$ cat src/rtl/cipher_stream_seq.sv
module cipher_stream_seq #(
  parameter logic [15:0] WIN_BASE = 16'hFF00
) (
  input  logic         clk,
  input  logic         rst_n,
  input  logic [1:0]   cmd_code,
  input  logic [15:0]  cmd_addr,
  input  logic [7:0]   cmd_wdata,
  output logic [7:0]   rd_data,
  output logic         mem_rd_en,
  output logic         mem_wr_en,
  output logic [15:0]  mem_addr,
  output logic [7:0]   mem_wdata,
  input  logic [7:0]   mem_rdata,
  output logic         cph_req,
  output logic [127:0] cph_ctr,
  output logic [127:0] cph_key,
  output logic [127:0] cph_blk,
  input  logic         cph_done,
  input  logic [127:0] cph_result
);
  localparam logic [1:0] S_IDLE = 2'd0, S_FETCH = 2'd1, S_CIPH = 2'd2, S_PUT = 2'd3;
  localparam logic [1:0] C_RD = 2'd1, C_WR = 2'd2;

  logic [1:0]   st;
  logic [15:0]  base_q, len_q, off_q, cnt_q, bnum_q;
  logic         ksel_q;
  logic [127:0] ctr_q, key0_q, key1_q, blk_q;
  logic [3:0]   idx_q, ridx_q;
  logic         all_issued, rv_q;

  logic         in_win, wr_ok;
  logic [5:0]   woff;
  logic [7:0]   rd_mux;
  logic [16:0]  next_cnt;

  assign woff     = cmd_addr[5:0];
  assign in_win   = cmd_addr[15:6] == WIN_BASE[15:6];
  assign wr_ok    = cmd_code == C_WR && in_win && st == S_IDLE;
  assign next_cnt = {1'b0, cnt_q} + 17'd16;

  assign mem_addr  = base_q + off_q + {12'd0, idx_q};
  assign mem_rd_en = st == S_FETCH && !all_issued;
  assign mem_wr_en = st == S_PUT;
  assign mem_wdata = blk_q[idx_q*8 +: 8];
  assign cph_req   = st == S_CIPH;
  assign cph_ctr   = ctr_q + {112'd0, bnum_q};
  assign cph_key   = ksel_q ? key1_q : key0_q;
  assign cph_blk   = blk_q;

  always_comb begin
    rd_mux = 8'h00;
    case (woff[5:4])
      2'd0: begin
        case (woff[3:0])
          4'h0: rd_mux = {6'd0, st};
          4'h1: rd_mux = {7'd0, ksel_q};
          4'h2: rd_mux = base_q[7:0];
          4'h3: rd_mux = base_q[15:8];
          4'h4: rd_mux = len_q[7:0];
          4'h5: rd_mux = len_q[15:8];
          default: rd_mux = 8'h00;
        endcase
      end
      2'd1: rd_mux = ctr_q[woff[3:0]*8 +: 8];
      2'd2: rd_mux = key0_q[woff[3:0]*8 +: 8];
      default: rd_mux = key1_q[woff[3:0]*8 +: 8];
    endcase
  end

  always_ff @(posedge clk) begin
    if (!rst_n) begin
      rd_data <= 8'h00;
    end else if (cmd_code == C_RD) begin
      rd_data <= in_win ? rd_mux : 8'h00;
    end
  end

  always_ff @(posedge clk) begin
    if (!rst_n) begin
      base_q <= '0; len_q <= '0; ksel_q <= 1'b0;
      ctr_q <= '0; key0_q <= '0; key1_q <= '0;
    end else if (wr_ok) begin
      case (woff[5:4])
        2'd0: begin
          case (woff[3:0])
            4'h1: ksel_q <= cmd_wdata[0];
            4'h2: base_q[7:0] <= cmd_wdata;
            4'h3: base_q[15:8] <= cmd_wdata;
            4'h4: len_q[7:0] <= cmd_wdata;
            4'h5: len_q[15:8] <= cmd_wdata;
            default: ;
          endcase
        end
        2'd1: ctr_q[woff[3:0]*8 +: 8] <= cmd_wdata;
        2'd2: key0_q[woff[3:0]*8 +: 8] <= cmd_wdata;
        default: key1_q[woff[3:0]*8 +: 8] <= cmd_wdata;
      endcase
    end
  end

  always_ff @(posedge clk) begin
    if (!rst_n) begin
      st <= S_IDLE; off_q <= '0; cnt_q <= '0; bnum_q <= '0;
      idx_q <= '0; ridx_q <= '0; all_issued <= 1'b0; rv_q <= 1'b0;
      blk_q <= '0;
    end else begin
      rv_q   <= mem_rd_en;
      ridx_q <= idx_q;
      case (st)
        S_IDLE: begin
          if (wr_ok && woff == 6'h00 && cmd_wdata == 8'h01) begin
            st <= S_FETCH; off_q <= '0; cnt_q <= '0; bnum_q <= '0;
            idx_q <= '0; all_issued <= 1'b0;
          end
        end
        S_FETCH: begin
          if (mem_rd_en) begin
            if (idx_q == 4'hF) all_issued <= 1'b1;
            else idx_q <= idx_q + 4'd1;
          end
          if (rv_q) begin
            blk_q[ridx_q*8 +: 8] <= mem_rdata;
            if (ridx_q == 4'hF) begin
              st <= S_CIPH; idx_q <= '0; all_issued <= 1'b0;
            end
          end
        end
        S_CIPH: begin
          if (cph_done) begin
            blk_q <= cph_result;
            st <= S_PUT;
            idx_q <= '0;
          end
        end
        default: begin
          idx_q <= idx_q + 4'd1;
          if (idx_q == 4'hF) begin
            cnt_q <= next_cnt[15:0];
            if (next_cnt < {1'b0, len_q}) begin
              off_q <= off_q + 16'd16;
              bnum_q <= bnum_q + 16'd1;
              st <= S_FETCH;
            end else begin
              st <= S_IDLE;
            end
          end
        end
      endcase
    end
  end
endmodule


$ cat config.mk
export PLATFORM = sky130hd
export DESIGN_NAME = cipher_stream_seq
export DESIGN_NICKNAME = d
export VERILOG_FILES = /design/src/rtl/cipher_stream_seq.sv
export SDC_FILE = /design/constraint.sdc
export NUM_CORES = 2
export LEC_CHECK = 0
export BUFFER_PORTS_ARGS = -buffer_cell sky130_fd_sc_hd__buf_2
export CORE_MARGIN = 4
export CORE_UTILIZATION = 40
export DETAILED_ROUTE_END_ITERATION = 8
export REMOVE_ABC_BUFFERS = 1
export SYNTH_ARGS = -nofsm -noshare
export SYNTH_HDL_FRONTEND = slang
export SYNTH_SLANG_ARGS = --single-unit
$ cat constraint.sdc
create_clock -name clk -period 4.8 [get_ports clk]
set_input_delay 0.96 -clock clk [delete_from_list [all_inputs] [get_ports clk]]
set_output_delay 0.96 -clock clk [all_outputs]
set_load 0.02 [all_outputs]
After elaboration in Yosys (flattened, before gate mapping)

Cells that the tools add are included.

Add/sub/neg operators: 9
$lt $le $gt $ge: 1
Equality and inequality tests: 20
Shift operators: 8
Multiplexer cells: 40
Bitwise logic cells: 2
Reduce and logical (&&, ||, !) cells: 31

Operators by type and width:

| operator                   | count |
|---|---|
| $bwmux W128                | 4 |
| $shiftx A128 B8 Y8         | 4 |
| $mux W128                  | 3 |
| $pmux W128 S2              | 1 |
| $shift A8 B34 Y128 const A | 2 |
| $shiftx A8 B34 Y128        | 2 |
| $add A128 B16 Y128         | 1 |
| $mux W16                   | 6 |
| $pmux W16 S2               | 3 |
| $neg A7 Y34                | 2 |
| $pmux W8 S6                | 1 |
| $mux W4                    | 6 |
| $pmux W8 S3                | 1 |
| $reduce_and A3 Y1          | 7 |
| $add A16 B5 Y17 const B    | 1 |
| $lt A17 B16 Y1             | 1 |
| $add A16 B1 Y16 const B    | 1 |
| $add A16 B16 Y16           | 1 |
| $add A16 B4 Y16            | 1 |
| $add A16 B5 Y16 const B    | 1 |
| $pmux W4 S3                | 1 |
| $eq A10 B10 Y1 const B     | 1 |
| $mux W2                    | 5 |
| $reduce_and A2 Y1          | 5 |
| other kinds (26)           | 50 |

Bits in registers: 613
Input bits: 165
Logic and storage cells: 129

Depth between registers and ports, before layout

Depth in word-level cells: 7
Gate-level depth with buffers: 15
Depth with buffers taken out: 13

Worst setup path before layout

Ideal clock, no wire load.

Path kind: input-to-reg
Start point: input port cmd_addr[0]
End point: register bnum_q[11]
Data arrival time: 4.260 ns
Path slack: 0.481 ns
Stages on the path: 14
Buffers on the path: 5
Cells stage by stage: clkbuf_1 -> inv_2 -> clkbuf_1 -> clkbuf_1 -> ha_1 -> nor3b_2 -> nand3_1 -> or4_4 -> buf_6 -> o21a_1 -> buf_6 -> or4_1 -> or4_1 -> nand2_1

Cells in the longest elaborated chain, start to end: 5

RTL lines:

| element                          | line | source |
|---|---|---|
| start: declaration               | 7    | `input logic [15:0] cmd_addr,` |
| $logic_not A6 Y1                 | 112  | `if (wr_ok && woff == 6'h00 && cmd_wdata == 8'h01) begin` |
| $logic_and A1 B1 Y1 (2 in a row) | 112  |  |
| $ne A2 B1 Y1 (no line)           | --   |  |
| $reduce_and A4 Y1 (no line)      | --   |  |
| end signal: assignment           | 142  | `bnum_q <= bnum_q + 16'd1;` |
| end: declaration                 | 26   | `logic [15:0] base_q, len_q, off_q, cnt_q, bnum_q;` |

Every way passes these cells.
A chain may end at the register's enable or synchronous reset.

Final worst setup path

Start point: register ctr_q[10]
End point: output port cph_ctr[51]

Cells in the longest elaborated chain, start to end: 1

RTL lines:

| element                          | line | source |
|---|---|---|
| start: declaration               | 28   | `logic [127:0] ctr_q, key0_q, key1_q, blk_q;` |
| start signal: indexed assignment | 95   | `2'd1: ctr_q[woff[3:0]*8 +: 8] <= cmd_wdata;` |
| $add A128 B16 Y128               | 47   | `assign cph_ctr = ctr_q + {112'd0, bnum_q};` |
| end: declaration                 | 16   | `output logic [127:0] cph_ctr,` |

Every way passes these cells.

==> results by group <==
Power and ir drop
  • Flop pwr share: about two fifths
  • Combinational Power Share: between 10% and 20%
  • PD cells: 277 nW/um^2
  • Net Sw Power: about 3.3 mW
  • Int Pwr: just under 9 mW
  • Switching Fraction: a little over a quarter
  • Leak: about 20 nW
  • Clock share of power: between 40% and 50%
  • VDD IR max: around 0.26 mV

Critical path
  • WP data required: around 3800 ps
  • Critical Path Slowest Stage Cell: o41ai_4
  • RR Startpoint: cnt_q[4]
  • Crit. Startpoint: ctr_q[10]
  • Arrival @ worst endpoint: 3760 ps
  • Worst Reg-to-Reg Cells: 14
  • Buf/Inv on CP: 3
  • Worst reg2reg path endpoint: bnum_q[8]
  • Number of cells on the critical path: 11
  • CP most frequent cell: buf_4
  • CP max FO: 6
  • CP endpoint: cph_ctr[51]
  • Crit. End Element: primary output
  • CP delay by family, top: compound AO/OA/AOI/OAI gates
  • Worst R2R Setup Slack: 870 ps
  • Cells along the critical path: ha_1, buf_4, a21o_1, a21oi_1, a31oi_2, o41ai_4, buf_4, nor2_1, nand3_1, xnor2_1, buf_2
  • Critical Path Source Type: flip-flop
  • Kind of critical path: reg2out
  • Worst path max stage delay: around 650 ps

Timing
  • Highest clock rate: around 210 MHz
  • Setup violations, final: 0
  • Least-Margin Pin Slew: ~1100 ps
  • Final hold vios: 0
  • Min Tclk post-route: about 4700 ps
  • Slew HR: between 20% and 30%
  • TNS Setup: 0 ps
  • Hold WS: 480 ps
  • Part of the cycle the worst path needs: a little under 100%
  • Max-slew violations: 0
  • Skew final: 34.3 ps

Finish
  • Layout fillers: a little under 9000
  • Final Util: approximately 48%
  • Register area: 12100 sq um
  • Non-Filler Instances: between 5000 and 6000
  • Final Cell Area: between 40000 and 50000 sq um
  • Share of cells above drive strength 1: about a quarter
  • Layout net count: a little under 5000
  • Layout area overhead: 19.5%
  • Area occupied by multi-input gates: 22900 sq um

Global route
  • Number of global-route vias before repair: between 30000 and 40000
  • Gr ovfl total: 0
  • Gr usage total: a little under a third
  • First-pass GRT wire length: 227000 microns
  • Initial antenna violation count: 29
  • Pin count of the biggest net entering global routing: roughly 200

Die
  • Row count: 110
  • DIE HEIGHT: 310 microns
  • Die area: 95800 sq um
  • Placeable core area: between 90000 and 100000 sq um
  • Die X: roughly 310 microns
  • IO Count: 584
  • Starting Density: roughly two fifths

Detailed routing
  • Top sig layer: met5
  • Vias per cell: roughly 6
  • M1 wire length: 65700 microns
  • Post-DRT Antenna Nets: 0
  • Met3 Wirelength: approximately 17000 microns
  • DRC violation count after routing: 0
  • Routed vias: 36113
  • DR WL/cell: roughly 27 microns
  • First-pass DRT Iterations: 7
  • 1st-iter DRT viols: 4334
  • Total wire length: ~160000 microns
  • Met2 Wirelength: a little under 70000 microns

Clocking
  • Clock buffer depth: 3
  • Clock tree sinks: between 600 and 700
  • Clock Latency Late Sink: 630 ps
  • CTS tree: yes
  • Number of buffers created by CTS: between 70 and 80
  • Root Driver: clkbuf_16
  • H-tree depth: 3
  • Clock-pin slew on the worst setup and hold paths: 60 ps

Place
  • IO Port Bufs: about 580
  • RD Place Congestion: just over 0.9
  • HPWL after DPL: about 120000 microns
  • Placed Instance Area: 40700 sq um
  • Dpl cells: approximately 5700

Job
  • Number of max-cap violations: 0

Synth
  • Synth Flop Type: dfxtp_1
  • Syn. warnings: 0
  • Seq/Total Area, Yosys: between 30% and 40%
  • Syn_area_per_cell: between 8 and 9 sq um
  • Seq cells post-synth: 605
  • Syn Std Cell Area: around 36000 sq um
  • Cells after synthesis: ~4200
  • Asr flop ratio synth: 0%
  • Post-synth EDFFs: 0
  • Synth unique cells: 74

Min path
  • Worst Hold Class: reg2reg

Outcome
  • Outcome: finished clean
[through the flow]
stage | total power, mW | worst slack [ps]
after floorplan | 5.76 | -977
after global placement | 6.39 | 143
after detailed placement | 6.39 | 10.6
after CTS | 12.1 | 7.33
after global routing | 12.3 | -3.89
final | 12.0 | 83.9
[cells by family after synthesis]
logic type / count (synthesis) / synth area share (%)
DFF: 605 / 33.3
and+or+nand+nor: 1576 / 21.8
xor gates and xnor gates: 149 / 3.59
muxes: 468 / 15.7
adders and majority gates: 81 / 2.83
buffers and inverters: 422 / 4.45
AOI/OAI and AO/OA: 877 / 18.4
[power groups by stage]
stage	clock, mW	sequential, mW	combinational (mW)
after floorplan	0	5.18	0.585
after detailed placement	0	5.16	1.23
final	5.72	5.05	1.28
after global routing	5.96	5.05	1.33
after CTS	5.78	5.05	1.23
after global placement	0	5.16	1.23
[synthesized netlist by cell type (all sizes together) (10+ instances only)]
cell      n  area (sq um)
mux2i   270          2700
nand4    42           269
and3     76           475
a21oi   103           515
dfxtp   605         12100
o211ai   35           263
or3      20           125
nor2b   279          1750
a31oi    10          62.6
a21boi  165          1240
a211oi   35           263
a22oi   130           976
o21a     23           173
a32oi    48           420
and2     47           294
o21ai    58           290
xnor2    66           578
o211a   126          1260
clkbuf  299          1120
nor3     87           440
or4      23           176
nor4     34           225
a21o     19           143
buf      64           274
mux4     68          1530
o31ai    23           173
nand3   254          1270
inv      59           221
xor2     83           727
a221oi   63           552
mux2    130          1460
nand2   493          1850
ha       79           988
nor2    168           633
[flip-flops by register name, indices dropped and copies added (netlist names)]
register	count
cph_blk	128
ctr_q	128
key0_q	128
key1_q	128
base_q	16
bnum_q	16
len_q	16
cnt_q	12
off_q	12
rd_data	8
idx_q	4
ridx_q	4
st	2
all_issued	1
ksel_q	1
rv_q	1
[worst min-delay path by stage]
stage	start	endpoint	slack (ps)	depth (start not counted)
after global placement	rd_data[2]	rd_data[2]	460	2
after detailed placement	key0_q[89]	key0_q[89]	470	2
after CTS	key0_q[89]	key0_q[89]	480	2
after global routing	key1_q[24]	key1_q[24]	500	2
final	key0_q[89]	key0_q[89]	480	2
after floorplan	key1_q[24]	key1_q[24]	450	2
[routing by layer]
layer / global-route usage, % / up-vias
li1: - / 16152
met1: 43.4 / 17644
met2: 46.3 / 1946
met3: 8.23 / 355
met4: 12.9 / 16
met5: 0 / -
[worst min-delay path, stage by stage (launching register included)]
cell and delay [ps]:
dfxtp_1 320, nand2_1 50, a21boi_0 60
[area by class of cell]
cell class / instances / area share (%)
antenna: 18 / 0.104
clock buffer: 100 / 4.74
clock inverter: 27 / 0.832
inverter: 59 / 0.510
multi-input combinational: 3151 / 52.7
sequential: 605 / 27.9
tap: 1176 / 3.39
timing repair buffer: 749 / 9.77
[cell usage in the layout, fill, tap and decap left out, types with 161 or more instances in the layout]
master and n:
dfxtp_1 593, buf_2 581, nand2_1 491, nor2b_1 279
mux2i_1 270, nand3_1 253, nor2_1 165, a21boi_0 164
buf_4 161
[timing repair]
action	CTS	global route
hold buffers	0	0
resized for setup	16	25
setup endpoints to repair	64	67
buffers inserted	2	4
pin swaps	1	5
(Power assumes the default switching activity.)
